[src/rtl/band_mux_pkg.sv]
package band_mux_pkg;
    localparam int BAND_W = 8;
    localparam int IDX_W  = 5;
    typedef logic [BAND_W-1:0] band_t;
    typedef logic [IDX_W-1:0]  idx_t;
endpackage

[src/rtl/band_owner_track.sv]
module band_owner_track
    import band_mux_pkg::*;
#(
    parameter int N_ENG    = 32,
    parameter int LINE_PIX = 640
) (
    input  logic clk,
    input  logic rst_n,
    input  logic sof_i,
    input  logic pix_en_i,
    input  band_t cfg_band_m1_i,
    input  idx_t  cfg_eng_m1_i,
    output idx_t  owner_o,
    output logic  sol_o,
    output logic  first_o
);
    localparam int PIX_CW = (LINE_PIX > 1) ? $clog2(LINE_PIX) : 1;
    localparam logic [PIX_CW-1:0] LAST_PIX = PIX_CW'(LINE_PIX - 1);
    localparam idx_t MAX_IDX = idx_t'(N_ENG - 1);

    typedef struct packed {
        logic [PIX_CW-1:0] pix;
        band_t             band;
        idx_t              own;
        band_t             band_m1;
        idx_t              eng_m1;
        logic              first;
    } trk_t;

    trk_t trk_d, trk_q;

    always_comb begin
        trk_d = trk_q;
        if (sof_i) begin
            trk_d.pix     = '0;
            trk_d.band    = '0;
            trk_d.own     = '0;
            trk_d.band_m1 = cfg_band_m1_i;
            trk_d.eng_m1  = (cfg_eng_m1_i > MAX_IDX) ? MAX_IDX : cfg_eng_m1_i;
            trk_d.first   = 1'b1;
        end else if (pix_en_i) begin
            trk_d.first = 1'b0;
            if (trk_q.pix == LAST_PIX) begin
                trk_d.pix = '0;
                if (trk_q.band == trk_q.band_m1) begin
                    trk_d.band = '0;
                    trk_d.own  = (trk_q.own == trk_q.eng_m1) ? '0 : trk_q.own + 1'b1;
                end else begin
                    trk_d.band = trk_q.band + 1'b1;
                end
            end else begin
                trk_d.pix = trk_q.pix + 1'b1;
            end
        end
    end

    always_ff @(posedge clk or negedge rst_n) begin
        if (!rst_n) begin
            trk_q       <= '0;
            trk_q.first <= 1'b1;
        end else begin
            trk_q <= trk_d;
        end
    end

    assign owner_o = trk_q.own;
    assign sol_o   = (trk_q.pix == '0);
    assign first_o = trk_q.first;
endmodule

[src/rtl/engine_select.sv]
module engine_select
    import band_mux_pkg::*;
#(
    parameter int              N_ENG = 32,
    parameter int              PIX_W = 16,
    parameter logic [PIX_W-1:0] FILL = '0
) (
    input  logic                   clk,
    input  logic                   rst_n,
    input  logic                   pix_en_i,
    input  logic                   sof_i,
    input  idx_t                   owner_i,
    input  logic                   sol_i,
    input  logic                   first_i,
    input  logic [N_ENG-1:0]       eng_valid_i,
    input  logic [N_ENG*PIX_W-1:0] eng_data_i,
    output logic [N_ENG-1:0]       eng_ready_o,
    output logic                   out_valid_o,
    output logic [PIX_W-1:0]       out_data_o,
    output logic                   out_sol_o,
    output logic                   out_sof_o,
    output logic                   out_fill_o,
    output logic                   underflow_o
);
    typedef struct packed {
        logic             valid;
        logic [PIX_W-1:0] data;
        logic             sol;
        logic             sof;
        logic             fill;
        logic             uflow;
    } out_t;

    out_t out_d, out_q;
    logic take;
    logic sel_valid;
    logic [PIX_W-1:0] sel_data;

    assign take = pix_en_i && !sof_i;

    for (genvar g = 0; g < N_ENG; g++) begin : g_ready
        assign eng_ready_o[g] = take && (owner_i == idx_t'(g));
    end

    always_comb begin
        sel_valid = 1'b0;
        sel_data  = '0;
        for (int i = 0; i < N_ENG; i++) begin
            if (owner_i == idx_t'(i)) begin
                sel_valid = eng_valid_i[i];
                sel_data  = eng_data_i[i*PIX_W +: PIX_W];
            end
        end
    end

    always_comb begin
        out_d       = out_q;
        out_d.valid = take;
        out_d.sol   = 1'b0;
        out_d.sof   = 1'b0;
        out_d.fill  = 1'b0;
        if (take) begin
            out_d.sol = sol_i;
            out_d.sof = first_i;
            if (sel_valid) begin
                out_d.data = sel_data;
            end else begin
                out_d.data  = FILL;
                out_d.fill  = 1'b1;
                out_d.uflow = 1'b1;
            end
        end
    end

    always_ff @(posedge clk or negedge rst_n) begin
        if (!rst_n) out_q <= '0;
        else        out_q <= out_d;
    end

    assign out_valid_o = out_q.valid;
    assign out_data_o  = out_q.data;
    assign out_sol_o   = out_q.sol;
    assign out_sof_o   = out_q.sof;
    assign out_fill_o  = out_q.fill;
    assign underflow_o = out_q.uflow;
endmodule

[src/rtl/band_interleave_mux.sv]
module band_interleave_mux
    import band_mux_pkg::*;
#(
    parameter int               N_ENG    = 32,
    parameter int               PIX_W    = 16,
    parameter int               LINE_PIX = 640,
    parameter logic [PIX_W-1:0] FILL     = '0
) (
    input  logic                   clk,
    input  logic                   rst_n,
    input  logic                   sof,
    input  logic                   pix_en,
    input  logic [7:0]             cfg_band_m1,
    input  logic [4:0]             cfg_eng_m1,
    input  logic [N_ENG-1:0]       eng_valid,
    input  logic [N_ENG*PIX_W-1:0] eng_data,
    output logic [N_ENG-1:0]       eng_ready,
    output logic                   out_valid,
    output logic [PIX_W-1:0]       out_data,
    output logic                   out_sol,
    output logic                   out_sof,
    output logic                   out_fill,
    output logic                   underflow
);
    idx_t owner;
    logic sol, first;

    band_owner_track #(.N_ENG(N_ENG), .LINE_PIX(LINE_PIX)) u_track (
        .clk(clk), .rst_n(rst_n), .sof_i(sof), .pix_en_i(pix_en),
        .cfg_band_m1_i(cfg_band_m1), .cfg_eng_m1_i(cfg_eng_m1),
        .owner_o(owner), .sol_o(sol), .first_o(first)
    );

    engine_select #(.N_ENG(N_ENG), .PIX_W(PIX_W), .FILL(FILL)) u_sel (
        .clk(clk), .rst_n(rst_n), .pix_en_i(pix_en), .sof_i(sof),
        .owner_i(owner), .sol_i(sol), .first_i(first),
        .eng_valid_i(eng_valid), .eng_data_i(eng_data),
        .eng_ready_o(eng_ready), .out_valid_o(out_valid), .out_data_o(out_data),
        .out_sol_o(out_sol), .out_sof_o(out_sof), .out_fill_o(out_fill),
        .underflow_o(underflow)
    );
endmodule

[config.mk]
export PLATFORM = sky130hd
export DESIGN_NAME = band_interleave_mux
export DESIGN_NICKNAME = d
export VERILOG_FILES = /design/src/rtl/band_mux_pkg.sv /design/src/rtl/band_owner_track.sv /design/src/rtl/engine_select.sv /design/src/rtl/band_interleave_mux.sv
export SDC_FILE = /design/constraint.sdc
export NUM_CORES = 1
export LEC_CHECK = 0
export BUFFER_PORTS_ARGS = -buffer_cell sky130_fd_sc_hd__buf_2
export CORE_AREA = 3 3 235 237
export CTS_CLUSTER_SIZE = 14
export DETAILED_ROUTE_END_ITERATION = 6
export DIE_AREA = 0 0 238 240
export HOLD_SLACK_MARGIN = 0.12
export PLACE_DENSITY_LB_ADDON = 0.05
export SLEW_MARGIN = 20
export SYNTH_ARGS = -nofsm -noshare
export SYNTH_HDL_FRONTEND = slang
export SYNTH_SLANG_ARGS = --single-unit
export TNS_END_PERCENT = 10
[constraint.sdc]
create_clock -name clk -period 3.4 [get_ports clk]
set_input_delay 0.51 -clock clk [delete_from_list [all_inputs] [get_ports clk]]
set_output_delay 0.51 -clock clk [all_outputs]
set_load 0.005 [all_outputs]
==> results_dict.tcl, run 1 <==
set metrics [dict create \
    status "complete, but fails checks" \
    violations "negative setup slack" \
    clock_sinks 58 \
    initial_core_util_pct 17.43 \
    cp_common_cell "buf_4" \
    maxSlewHeadroom_pct 33.52 \
    cp.required_ps 3660 \
    fin_crit_ps 3430 \
    hp-class "in2async" \
    critPathSlowestCell "dfrtp_4" \
    antenna_found_initial 27 \
    finalCritPeriodShare_pct 100.9 \
    cts_tree "done" \
    dpl.hpwl_um 76330 \
    syn_to_final_growth_pct 53.70 \
    power_leakage_nw 6.540 \
    clk_latency_ps 340 \
    syn_area_per_cell_um2 6.681 \
    place_ws_ps -218.4 \
    worst_pin_slew_ps 997.2 \
    p_total_mw 5.543 \
    initialDrtViolationCount 1411 \
    critPathCaptureType "flip-flop" \
    cts.reportedPaths.clkPinSlew_ps 60 \
    finalSetupViolCount 1 \
    report.final.slew_viol_count 0 \
    fin_area_mm2 0.01434 \
    cp.arrival_ps 3690 \
    worstRegToRegCells 10 \
    synth_area_mm2 0.009326 \
    grt_pass1_vias 15300 \
    synth_edf_count 0 \
    swShare_pct 48.42 \
    syn_inst 1396 \
    clock_power_share_pct 18.4 \
    power_density_mw_per_mm2 386.7 \
    dpl_cell_area_mm2 0.01387 \
    path_cells "buf_12, nand4b_2, buf_4, buf_4, a21oi_1, o2111ai_1, a2111oi_4, buf_4, o21ai_0, o21ai_1" \
    drc 0 \
    cts-htree-levels 3 \
    rsz0062_at_grt "yes" \
    ys_ff_latch 58 \
    routed_wl_um 90430 \
    vdd_drop_max_uv 220.5 \
    cts_root_buf "clkbuf_16" \
    start_kind "flip-flop" \
    power_switching_mw 2.684 \
    grt_use_total_pct 30.08 \
    fp.dieW_um 238 \
    clk_path_buf_depth 2 \
    synth-seq-area-share_pct 15.58 \
    skew_ps 9.990 \
    vias 15040 \
    final_nets 2584 \
    seq_power_share_pct 18.1 \
    cp.depth 10 \
    post_drt_via_cell_ratio 5.510 \
    first_pass_iters 6 \
    antenna_left 0 \
    grt-ovfl-total 0 \
    async_flop_share_pct 100.0 \
    critPathBufInv 4 \
    place.gp.congestion 0.9621 \
    synth_cell_types 90 \
    regArea_mm2 0.001464 \
    hold_buffers 0 \
    fillers 6157 \
    finalWorstSetupSlack_ps -29.74 \
    postCtsSetupBuffers 0 \
    post-route-util_pct 26.80 \
    critPathTopFamily "compound AO/OA/AOI/OAI gates" \
    synthFlopType "dfrtp_1" \
    multi_input_area_mm2 0.007266 \
    drive_above_1_share_pct 41.60 \
    drt-wirelength-per-cell_um 33.12 \
    comb_power_share_pct 63.6 \
    maxCapViolations 0 \
    regMostFlops "u_track.trk_q" \
    grt_start_max_net_pins 59 \
    pin_count 614 \
    critical_path_class "reg2reg" \
    io_buffer_count 613 \
    yosys_warnings 0 \
    finalHoldViolCount 0 \
    cts_buffers 9 \
    core_area_mm2 0.05350 \
    max_freq_ghz 0.2916 \
    worstPathMaxFanout 46 \
    die_area_mm2 0.05712 \
    largest_register_ffs 31 \
    syn-num-nets 1966 \
    die-height_um 240 \
    slowest_delay_ps 600 \
    p_int_mw 2.859 \
    setup_tns_ps -29.74 \
    grt_pass1_wl_um 122500 \
    rows 85 \
]
[power groups by stage]
stage,Clock (mW),Combinational (mW),Sequential [mW]
after floorplan,0,1.60,0.905
after CTS,1.05,3.48,1.00
after detailed placement,0,3.44,1.01
final,1.02,3.52,1.00
after global placement,0,3.45,1.01
after global routing,1.08,3.72,1.01
[worst paths after layout]
path | start | endpoint | slack (ps)
worst max register to register | u_track.owner_o[2]$_DFFE_PN0P_ | u_sel.out_data_o[2]$_DFFE_PN0P_ | -30
max in group asynchronous | rst_n | u_track.trk_q[24]$_DFFE_PN0P_ | 2290
min in group clk | cfg_band_m1[5] | u_track.trk_q[11]$_DFFE_PN0P_ | 390
worst min-delay path | rst_n | u_sel.out_data_o[4]$_DFFE_PN0P_ | 330
worst min register to register | u_sel.underflow_o$_DFFE_PN0P_ | u_sel.underflow_o$_DFFE_PN0P_ | 470
worst max-delay path | u_track.owner_o[2]$_DFFE_PN0P_ | u_sel.out_data_o[2]$_DFFE_PN0P_ | -30
[per-layer routing]
layer  track usage [%]  routed length (um)
met1             37.70               37600
met2             52.91               44470
met3             5.150                5460
met4             8.979                2805
met5                 0                  94
[repair_timing]
| item | 4_1_cts | 5_1_grt |
|---|---|---|
| gates resized for setup | 6 | 13 |
| pin swaps | 0 | 1 |
| setup endpoints to repair | 4 | 17 |
[cells in the mapped netlist, drive strengths merged, types with 11 or more instances]
| library cell | n | area [um2] |
|---|---|---|
| o31ai | 11 | 92.58 |
| nand2 | 161 | 606.8 |
| a21oi | 131 | 655.6 |
| a211oi | 18 | 135.1 |
| inv | 26 | 97.59 |
| dfrtp | 57 | 1426 |
| nand4b | 11 | 108.9 |
| o211ai | 37 | 277.8 |
| or3 | 14 | 87.58 |
| nor3 | 44 | 225.2 |
| nor2b | 14 | 87.58 |
| a31oi | 21 | 131.4 |
| a221o | 11 | 110.1 |
| xor2 | 14 | 122.6 |
| o22ai | 44 | 275.3 |
| buf | 70 | 374.1 |
| o221ai | 22 | 192.7 |
| clkbuf | 77 | 289.0 |
| nor2 | 128 | 483.0 |
| a221oi | 32 | 292.8 |
| o2111ai | 11 | 96.34 |
| a22oi | 21 | 157.7 |
| o21ai | 140 | 704.4 |
| a2111oi | 17 | 156.4 |
| nand2b | 22 | 137.6 |
| mux2 | 13 | 146.4 |
| a21o | 12 | 90.09 |
| nand4 | 18 | 112.6 |
| nand3 | 37 | 185.2 |
| nor4 | 13 | 93.84 |
[area by class of cell]
| class | instances | share of cell area (%) |
|---|---|---|
| tap | 696 | 6.075 |
| inverter | 26 | 0.6808 |
| antenna | 15 | 0.2618 |
| clock inverter | 6 | 0.6197 |
| timing repair buffer | 754 | 29.80 |
| clock buffer | 10 | 1.667 |
| multi-input combinational | 1165 | 50.69 |
| sequential | 58 | 10.21 |
[cell usage in the layout, fill, tap and decap left out, types with 9 or more instances in the layout]
master / n
buf_2: 613
xor2_1: 14
a221oi_1: 29
nor4_1: 10
or3_1: 14
a21o_1: 12
o21ai_0: 137
buf_12: 10
a31oi_1: 21
nand4_1: 18
inv_1: 25
o221ai_1: 21
a221o_1: 11
nand3_1: 37
and3_1: 10
mux2_2: 13
o2111ai_1: 11
diode_2: 15
nand2b_1: 21
o31ai_1: 9
nor2b_1: 14
clkbuf_16: 9
dfrtp_1: 52
nor2_1: 126
a211oi_1: 16
o211ai_1: 37
a21oi_1: 131
and4b_1: 9
o22ai_1: 44
nand2_1: 160
a22oi_1: 21
buf_4: 130
nand4b_1: 9
nor3_1: 42
a2111oi_0: 12
[cells by family after synthesis]
| family | Yosys count | synth area share, % |
|---|---|---|
| compound gates | 589 | 41.99 |
| xor+xnor | 19 | 1.784 |
| fa+ha+maj | 9 | 1.207 |
| buf+inv | 173 | 8.157 |
| flops | 58 | 15.58 |
| mux | 14 | 1.677 |
| simple gates | 534 | 29.61 |
[through the flow]
step,hold WS [ps],cells
after CTS,342.1,2715
after global routing,367.8,2727
after floorplan,214.4,1396
final,330.7,2730
after detailed placement,455.5,2699
after global placement,459.3,2699
(Power assumes the default switching activity.)
==> run 2, diff against run 1 <==
--- a/config.mk
+++ b/config.mk
@@ -6,12 +6,13 @@
 export NUM_CORES = 1
 export LEC_CHECK = 0
 export BUFFER_PORTS_ARGS = -buffer_cell sky130_fd_sc_hd__buf_2
-export CORE_AREA = 3 3 235 237
+export CORE_AREA = 2 2 241 243
 export CTS_CLUSTER_SIZE = 14
 export DETAILED_ROUTE_END_ITERATION = 6
-export DIE_AREA = 0 0 238 240
+export DIE_AREA = 0 0 243 245
 export HOLD_SLACK_MARGIN = 0.12
-export PLACE_DENSITY_LB_ADDON = 0.05
+export PLACE_DENSITY_LB_ADDON = 0.15
+export RECOVER_POWER = 100
 export SLEW_MARGIN = 20
 export SYNTH_ARGS = -nofsm -noshare
 export SYNTH_HDL_FRONTEND = slang
==> results_dict.tcl, run 2 (synthesis results as in run 1) <==
set metrics [dict create \
    start_kind "flip-flop" \
    layout_common_cells "595 x buf_2, 160 x nand2_1, 137 x o21ai_0, 131 x a21oi_1, 127 x nor2_1" \
    drc 0 \
    rows 88 \
    violations "max-capacitance violations, max-slew violations" \
    die-height_um 245 \
    rrSetupSlack_ps 60 \
    drt-wirelength-per-cell_um 33.01 \
    p_total_mw 5.589 \
    clk_path_buf_depth 2 \
    syn_to_final_growth_pct 54.56 \
    finalWorstSetupSlack_ps 58.10 \
    power_density_mw_per_mm2 387.7 \
    max_freq_ghz 0.2992 \
    vdd_drop_max_uv 255.0 \
    grt_start_max_net_pins 57 \
    slowest_delay_ps 730 \
    skew_ps 6.234 \
    dpl.hpwl_um 78220 \
    antenna_found_initial 44 \
    critPathBufInv 3 \
    grt_pass1_wl_um 125600 \
    first_pass_iters 5 \
    status "complete, but fails checks" \
    power_leakage_nw 6.486 \
    vias 15170 \
    cp.required_ps 3620 \
    critPathTopFamily "compound AO/OA/AOI/OAI gates" \
    grt-ovfl-total 0 \
    cp.arrival_ps 3560 \
    grt_pass1_vias 15260 \
    largest_register_ffs 31 \
    placedCellCount 2768 \
    post_drt_via_cell_ratio 5.408 \
    finalSetupViolCount 0 \
    cts_buffers 9 \
    report.final.slew_viol_count 44 \
    cts_tree "done" \
    rsz0062_at_grt "yes" \
    worst_pin_slew_ps 2782 \
    final_nets 2584 \
    worst_hold_slack_ps 401.0 \
    clock_sinks 58 \
    io_buffer_count 613 \
    core_area_mm2 0.05703 \
    maxCapViolations 1 \
    critical_path_class "reg2reg" \
    finalHoldViolCount 0 \
    worstPathMaxFanout 18 \
    maxSlewHeadroom_pct -85.44 \
    fin_crit_ps 3342 \
    pin_count 614 \
    drive_above_1_share_pct 40.27 \
    regMostFlops "u_track.trk_q" \
    path_cells "buf_4, and4b_1, buf_4, nand2_1, o211ai_1, o22ai_1, buf_4, nor2_1, o21ai_0" \
    place_ws_ps -558.4 \
    antenna_left 0 \
    critPathCaptureType "flip-flop" \
    cts_root_buf "clkbuf_16" \
    finalCritPeriodShare_pct 98.29 \
    cts-htree-levels 3 \
    setup_tns_ps 0 \
    initial_core_util_pct 16.35 \
    stdcell_count 2805 \
    initialDrtViolationCount 1206 \
    cp_common_cell "buf_4" \
    hp-class "in2reg" \
    grt_use_total_pct 29.69 \
    routed_wl_um 92590 \
    final_common_cell "buf_2" \
    die_area_mm2 0.05954 \
    critPathSlowestCell "o211ai_1" \
    cts.reportedPaths.clkPinSlew_ps 60 \
    clk_latency_ps 340 \
    fp.dieW_um 243 \
    place.gp.congestion 0.9761 \
]
run 2: cell count changes in the layout (fill, tap and decap cells not counted), sizes merged:
cell	change
diode	+6
clkbuf	+19
buf	-20
bufinv	+1
clkinvlp	-2
clkinv	+2
run 2: repair_timing:
item | in CTS | in global routing
buffers inserted | 0 | 0
resized for setup | 4 | 7
pin swaps | 0 | 2
endpoints found under the setup margin | 2 | 7
hold buffers | 0 | 0
hold endpoints to repair | 0 | 0
run 2: per-layer routing:
metal | global-route usage, % | part of all wire (%)
met1 | 37.73 | 42
met2 | 50.53 | 48
met4 | 7.741 | 2.7
met3 | 6.626 | 7.1
met5 | 0 | 0.29
run 2: final cells by class:
cell class	count	area, um2
multi-input cells	1165	7241
inverters	26	97.59
clock buffers	9	225.2
flip-flops and latches	58	1456
fillers	6613	42620
well taps	765	957.2
repair buffers	754	4260
diodes	21	52.55
clock inverters	7	125.1
run 2: path summary, 6_finish.rpt:
kind | to | start | cells past startpoint
min in group asynchronous | u_track.trk_q[29]$_DFFE_PN0P_ | rst_n | 1
max | u_sel.out_data_o[7]$_DFFE_PN0P_ | u_track.owner_o[3]$_DFFE_PN0P_ | 9
max in group asynchronous | u_track.owner_o[4]$_DFFE_PN0P_ | rst_n | 1
max reg2reg | u_sel.out_data_o[7]$_DFFE_PN0P_ | u_track.owner_o[3]$_DFFE_PN0P_ | 9
min reg2reg | u_sel.out_data_o[15]$_DFFE_PN0P_ | u_sel.out_data_o[15]$_DFFE_PN0P_ | 2
min | u_track.trk_q[4]$_DFFE_PN0P_ | cfg_eng_m1[3] | 2
run 2: power breakdown:
group / switching [mW] / total (mW) / internal, mW
Clock: 0.372 / 1.09 / 0.722
Sequential: 0.144 / 0.958 / 0.815
Combinational: 2.19 / 3.54 / 1.35
run 2: worst reg2reg max path: cells and delay by family, from the launching register on:
family          cells  cell delay [ps]
compound gates      3             1030
buf+inv             3              750
flops               1              610
simple gates        3              840
run 2: per-stage QoR:
step                      area, um2  utilization, %
after global placement        13980           24.51
final                         14420           25.27
after detailed placement      13980           24.51
after CTS                     14360           25.17
after floorplan                9329               -
after global routing          14410           25.26
==> run 3, diff against run 2 <==
--- a/config.mk
+++ b/config.mk
@@ -5,11 +5,13 @@
 export SDC_FILE = /design/constraint.sdc
 export NUM_CORES = 1
 export LEC_CHECK = 0
+export ABC_AREA = 1
 export BUFFER_PORTS_ARGS = -buffer_cell sky130_fd_sc_hd__buf_2
-export CORE_AREA = 2 2 241 243
+export CORE_AREA = 2 2 237 239
+export CTS_CLUSTER_DIAMETER = 40
 export CTS_CLUSTER_SIZE = 14
 export DETAILED_ROUTE_END_ITERATION = 6
-export DIE_AREA = 0 0 243 245
+export DIE_AREA = 0 0 239 241
 export HOLD_SLACK_MARGIN = 0.12
 export PLACE_DENSITY_LB_ADDON = 0.15
 export RECOVER_POWER = 100
==> results_dict.tcl, run 3 <==
set metrics [dict create \
    antenna_left 0 \
    pin_count 614 \
    worstPathMaxFanout 10 \
    cp_common_cell "nand2_1" \
    synth_edf_count 0 \
    status "complete, but fails checks" \
    ys_top_cells_by_count "920 x nand2_1, 238 x inv_1, 235 x nor2_1" \
    clk_latency_ps 340 \
    drc 0 \
    critical_path_class "reg2reg" \
    report.final.slew_viol_count 61 \
    dpl.hpwl_um 51430 \
    grt-ovfl-total 0 \
    finalHoldViolCount 0 \
    die-height_um 241 \
    rrSetupSlack_ps -350 \
    place_ws_ps -570.9 \
    ys_ff_latch 58 \
    vias 14530 \
    drt-wirelength-per-cell_um 17.84 \
    final_common_cell "nand2_1" \
    hp-class "in2reg" \
    max_freq_ghz 0.2664 \
    largest_register_ffs 31 \
    power_leakage_nw 8.993 \
    die_area_mm2 0.05760 \
    routed_wl_um 60870 \
    grt_start_max_net_pins 41 \
    synthFlopType "dfrtp_1" \
    yosys_warnings 0 \
    skew_ps 7.203 \
    synth_cell_types 43 \
    post_drt_via_cell_ratio 4.257 \
    rsz0062_at_grt "yes" \
    maxSlewHeadroom_pct -47.52 \
    grt_use_total_pct 20.09 \
    async_flop_share_pct 100.0 \
    synth.top_cell.area_share_pct 36.30 \
    yosysTopAreaCell "nand2_1" \
    clock_sinks 58 \
    worstSetupEndpoint "u_sel.out_data_o[14]$_DFFE_PN0P_" \
    vdd_drop_max_uv 273.1 \
    syn-num-nets 2552 \
    clock_power_share_pct 15.4 \
    first_pass_iters 6 \
    initialDrtViolationCount 741 \
    cts_root_buf "clkbuf_16" \
    start_kind "flip-flop" \
    worstRegToRegCells 40 \
    layout_common_cells "836 x nand2_1, 591 x buf_2, 236 x inv_1, 227 x nor2_1, 137 x buf_4" \
    critPathTopFamily "simple AND/OR/NAND/NOR gates" \
    p_int_mw 3.227 \
    critPathBufInv 6 \
    dpl_cell_area_mm2 0.01437 \
    final_nets 3260 \
    power_density_mw_per_mm2 419.5 \
    cp.depth 40 \
    synth_area_mm2 0.009514 \
    cts.reportedPaths.clkPinSlew_ps 50 \
    grt_pass1_vias 14530 \
    comb_power_share_pct 70.8 \
    fin_area_mm2 0.01550 \
    syn_area_per_cell_um2 4.800 \
    whs_path_depth 3 \
    swShare_pct 50.36 \
    maxCapViolations 2 \
    syn_inst 1982 \
    critPathCaptureType "flip-flop" \
    syn_to_final_growth_pct 62.91 \
    cts-htree-levels 3 \
    synth_top_cells_by_area "nand2_1 36%, dfrtp_1 15%, inv_1 9.4%, nor2_1 9.3%, a21oi_1 6.9%" \
    finalSetupViolCount 34 \
    worst_pin_slew_ps 2213 \
    yosysMostFrequentCell "nand2_1" \
    fp.dieW_um 239 \
    power_switching_mw 3.274 \
    fin_crit_ps 3754 \
    synth-seq-area-share_pct 15.27 \
    critPathSlowestCell "dfrtp_1" \
    io_buffer_count 613 \
    reg2reg_from "u_track.owner_o[0]$_DFFE_PN0P_" \
    place.gp.congestion 0.9451 \
    regMostFlops "u_track.trk_q" \
    cp.required_ps 3620 \
    antenna_found_initial 27 \
    grt_pass1_wl_um 87400 \
    setup_tns_ps -7962 \
    worstSetupStartpoint "u_track.owner_o[0]$_DFFE_PN0P_" \
    rows 86 \
    clk_path_buf_depth 2 \
    cts_buffers 9 \
    violations "max-capacitance violations, max-slew violations, negative setup slack" \
    seq_power_share_pct 13.8 \
    cts_tree "done" \
    cp.arrival_ps 3980 \
    slowest_delay_ps 410 \
    finalWorstSetupSlack_ps -353.6 \
    initial_core_util_pct 17.34 \
    finalCritPeriodShare_pct 110.4 \
    core_area_mm2 0.05488 \
    timing.rr.end "u_sel.out_data_o[14]$_DFFE_PN0P_" \
    drive_above_1_share_pct 35.55 \
]
run 3: cell types whose count changed after synthesis, sizes merged, moves of 24 or more:
cell,change
nand2,+762
inv,+226
nor2,+116
buf,-47
o22ai,-42
or2,+39
o211ai,-36
a221oi,-32
nor3,-32
o21ai,-32
nand3,+24
run 3: area by class of cell:
| cell class | count | area [um2] |
|---|---|---|
| Inverter | 256 | 973.4 |
| Tap cell | 704 | 880.8 |
| Multi-Input combinational cell | 1573 | 7153 |
| Clock buffer | 11 | 242.7 |
| Clock inverter | 5 | 78.83 |
| Antenna cell | 13 | 32.53 |
| Sequential cell | 58 | 1453 |
| Fill cell | 6519 | 39380 |
| Timing Repair Buffer | 792 | 4686 |
run 3: worst min-delay path by stage:
stage / startpoint / endpoint
6_report: cfg_band_m1[3] / u_track.trk_q[9]$_DFFE_PN0P_
5_1_grt: cfg_band_m1[3] / u_track.trk_q[9]$_DFFE_PN0P_
4_1_cts: rst_n / u_track.trk_q[6]$_DFFE_PN0P_
3_5_place_dp: u_sel.underflow_o$_DFFE_PN0P_ / u_sel.underflow_o$_DFFE_PN0P_
3_3_place_gp: u_sel.underflow_o$_DFFE_PN0P_ / u_sel.underflow_o$_DFFE_PN0P_
2_1_floorplan: rst_n / u_sel.out_data_o[0]$_DFFE_PN0P_
run 3: kinds of logic (layout without fill, tap and decap cells):
| family | Yosys count | after routing | synth area share, % |
|---|---|---|---|
| and+or+nand+nor | 1298 | 1299 | 54.41 |
| adders and majority gates | 9 | 9 | 1.184 |
| buffers and inverters | 352 | 1064 | 14.35 |
| AOI/OAI and AO/OA | 257 | 257 | 14.06 |
| DFF | 58 | 58 | 15.27 |
| xor gates and xnor gates | 8 | 8 | 0.7364 |
| other | 0 | 13 | 0 |
run 3: worst register-to-register path, delay by kind of cell, from the launching register on:
kind	cells	cell delay, ps
compound gates	2	240
fa+ha+maj	1	170
simple gates	31	2160
flops	1	410
buf+inv	6	650
run 3: routing by layer:
| layer | global-route usage [%] | wire, um |
|---|---|---|
| met2 | 35.37 | 29510 |
| met3 | 3.923 | 4071 |
| met4 | 6.042 | 1452 |
| met1 | 24.67 | 25650 |
| met5 | 0 | 175 |
run 3: power groups by stage:
stage | combinational, mW | sequential (mW) | clock (mW)
6_report | 4.60 | 0.899 | 0.998
4_1_cts | 4.59 | 0.897 | 1.02
3_3_place_gp | 4.17 | 0.909 | 0
5_1_grt | 5.23 | 0.913 | 1.05
3_5_place_dp | 4.18 | 0.900 | 0
2_1_floorplan | 2.22 | 0.889 | 0
run 3: per-stage QoR:
| stage | power [mW] | utilization [%] | hold WS, ps | instances |
|---|---|---|---|---|
| 2_1_floorplan | 3.107 | - | 214.4 | 1982 |
| 3_3_place_gp | 5.083 | 26.18 | 442.0 | 3353 |
| 3_5_place_dp | 5.082 | 26.18 | 457.7 | 3353 |
| 4_1_cts | 6.512 | 27.88 | 343.9 | 3389 |
| 5_1_grt | 7.188 | 28.22 | 376.8 | 3407 |
| 6_report | 6.502 | 28.24 | 375.0 | 3412 |
run 3: repair_timing:
action | in CTS | in global routing
hold buffers | 0 | 0
setup buffers | 17 | 9
gates cloned | 3 | 1
gates resized for setup | 122 | 35
pin swaps | 40 | 25
setup endpoints to repair | 18 | 18
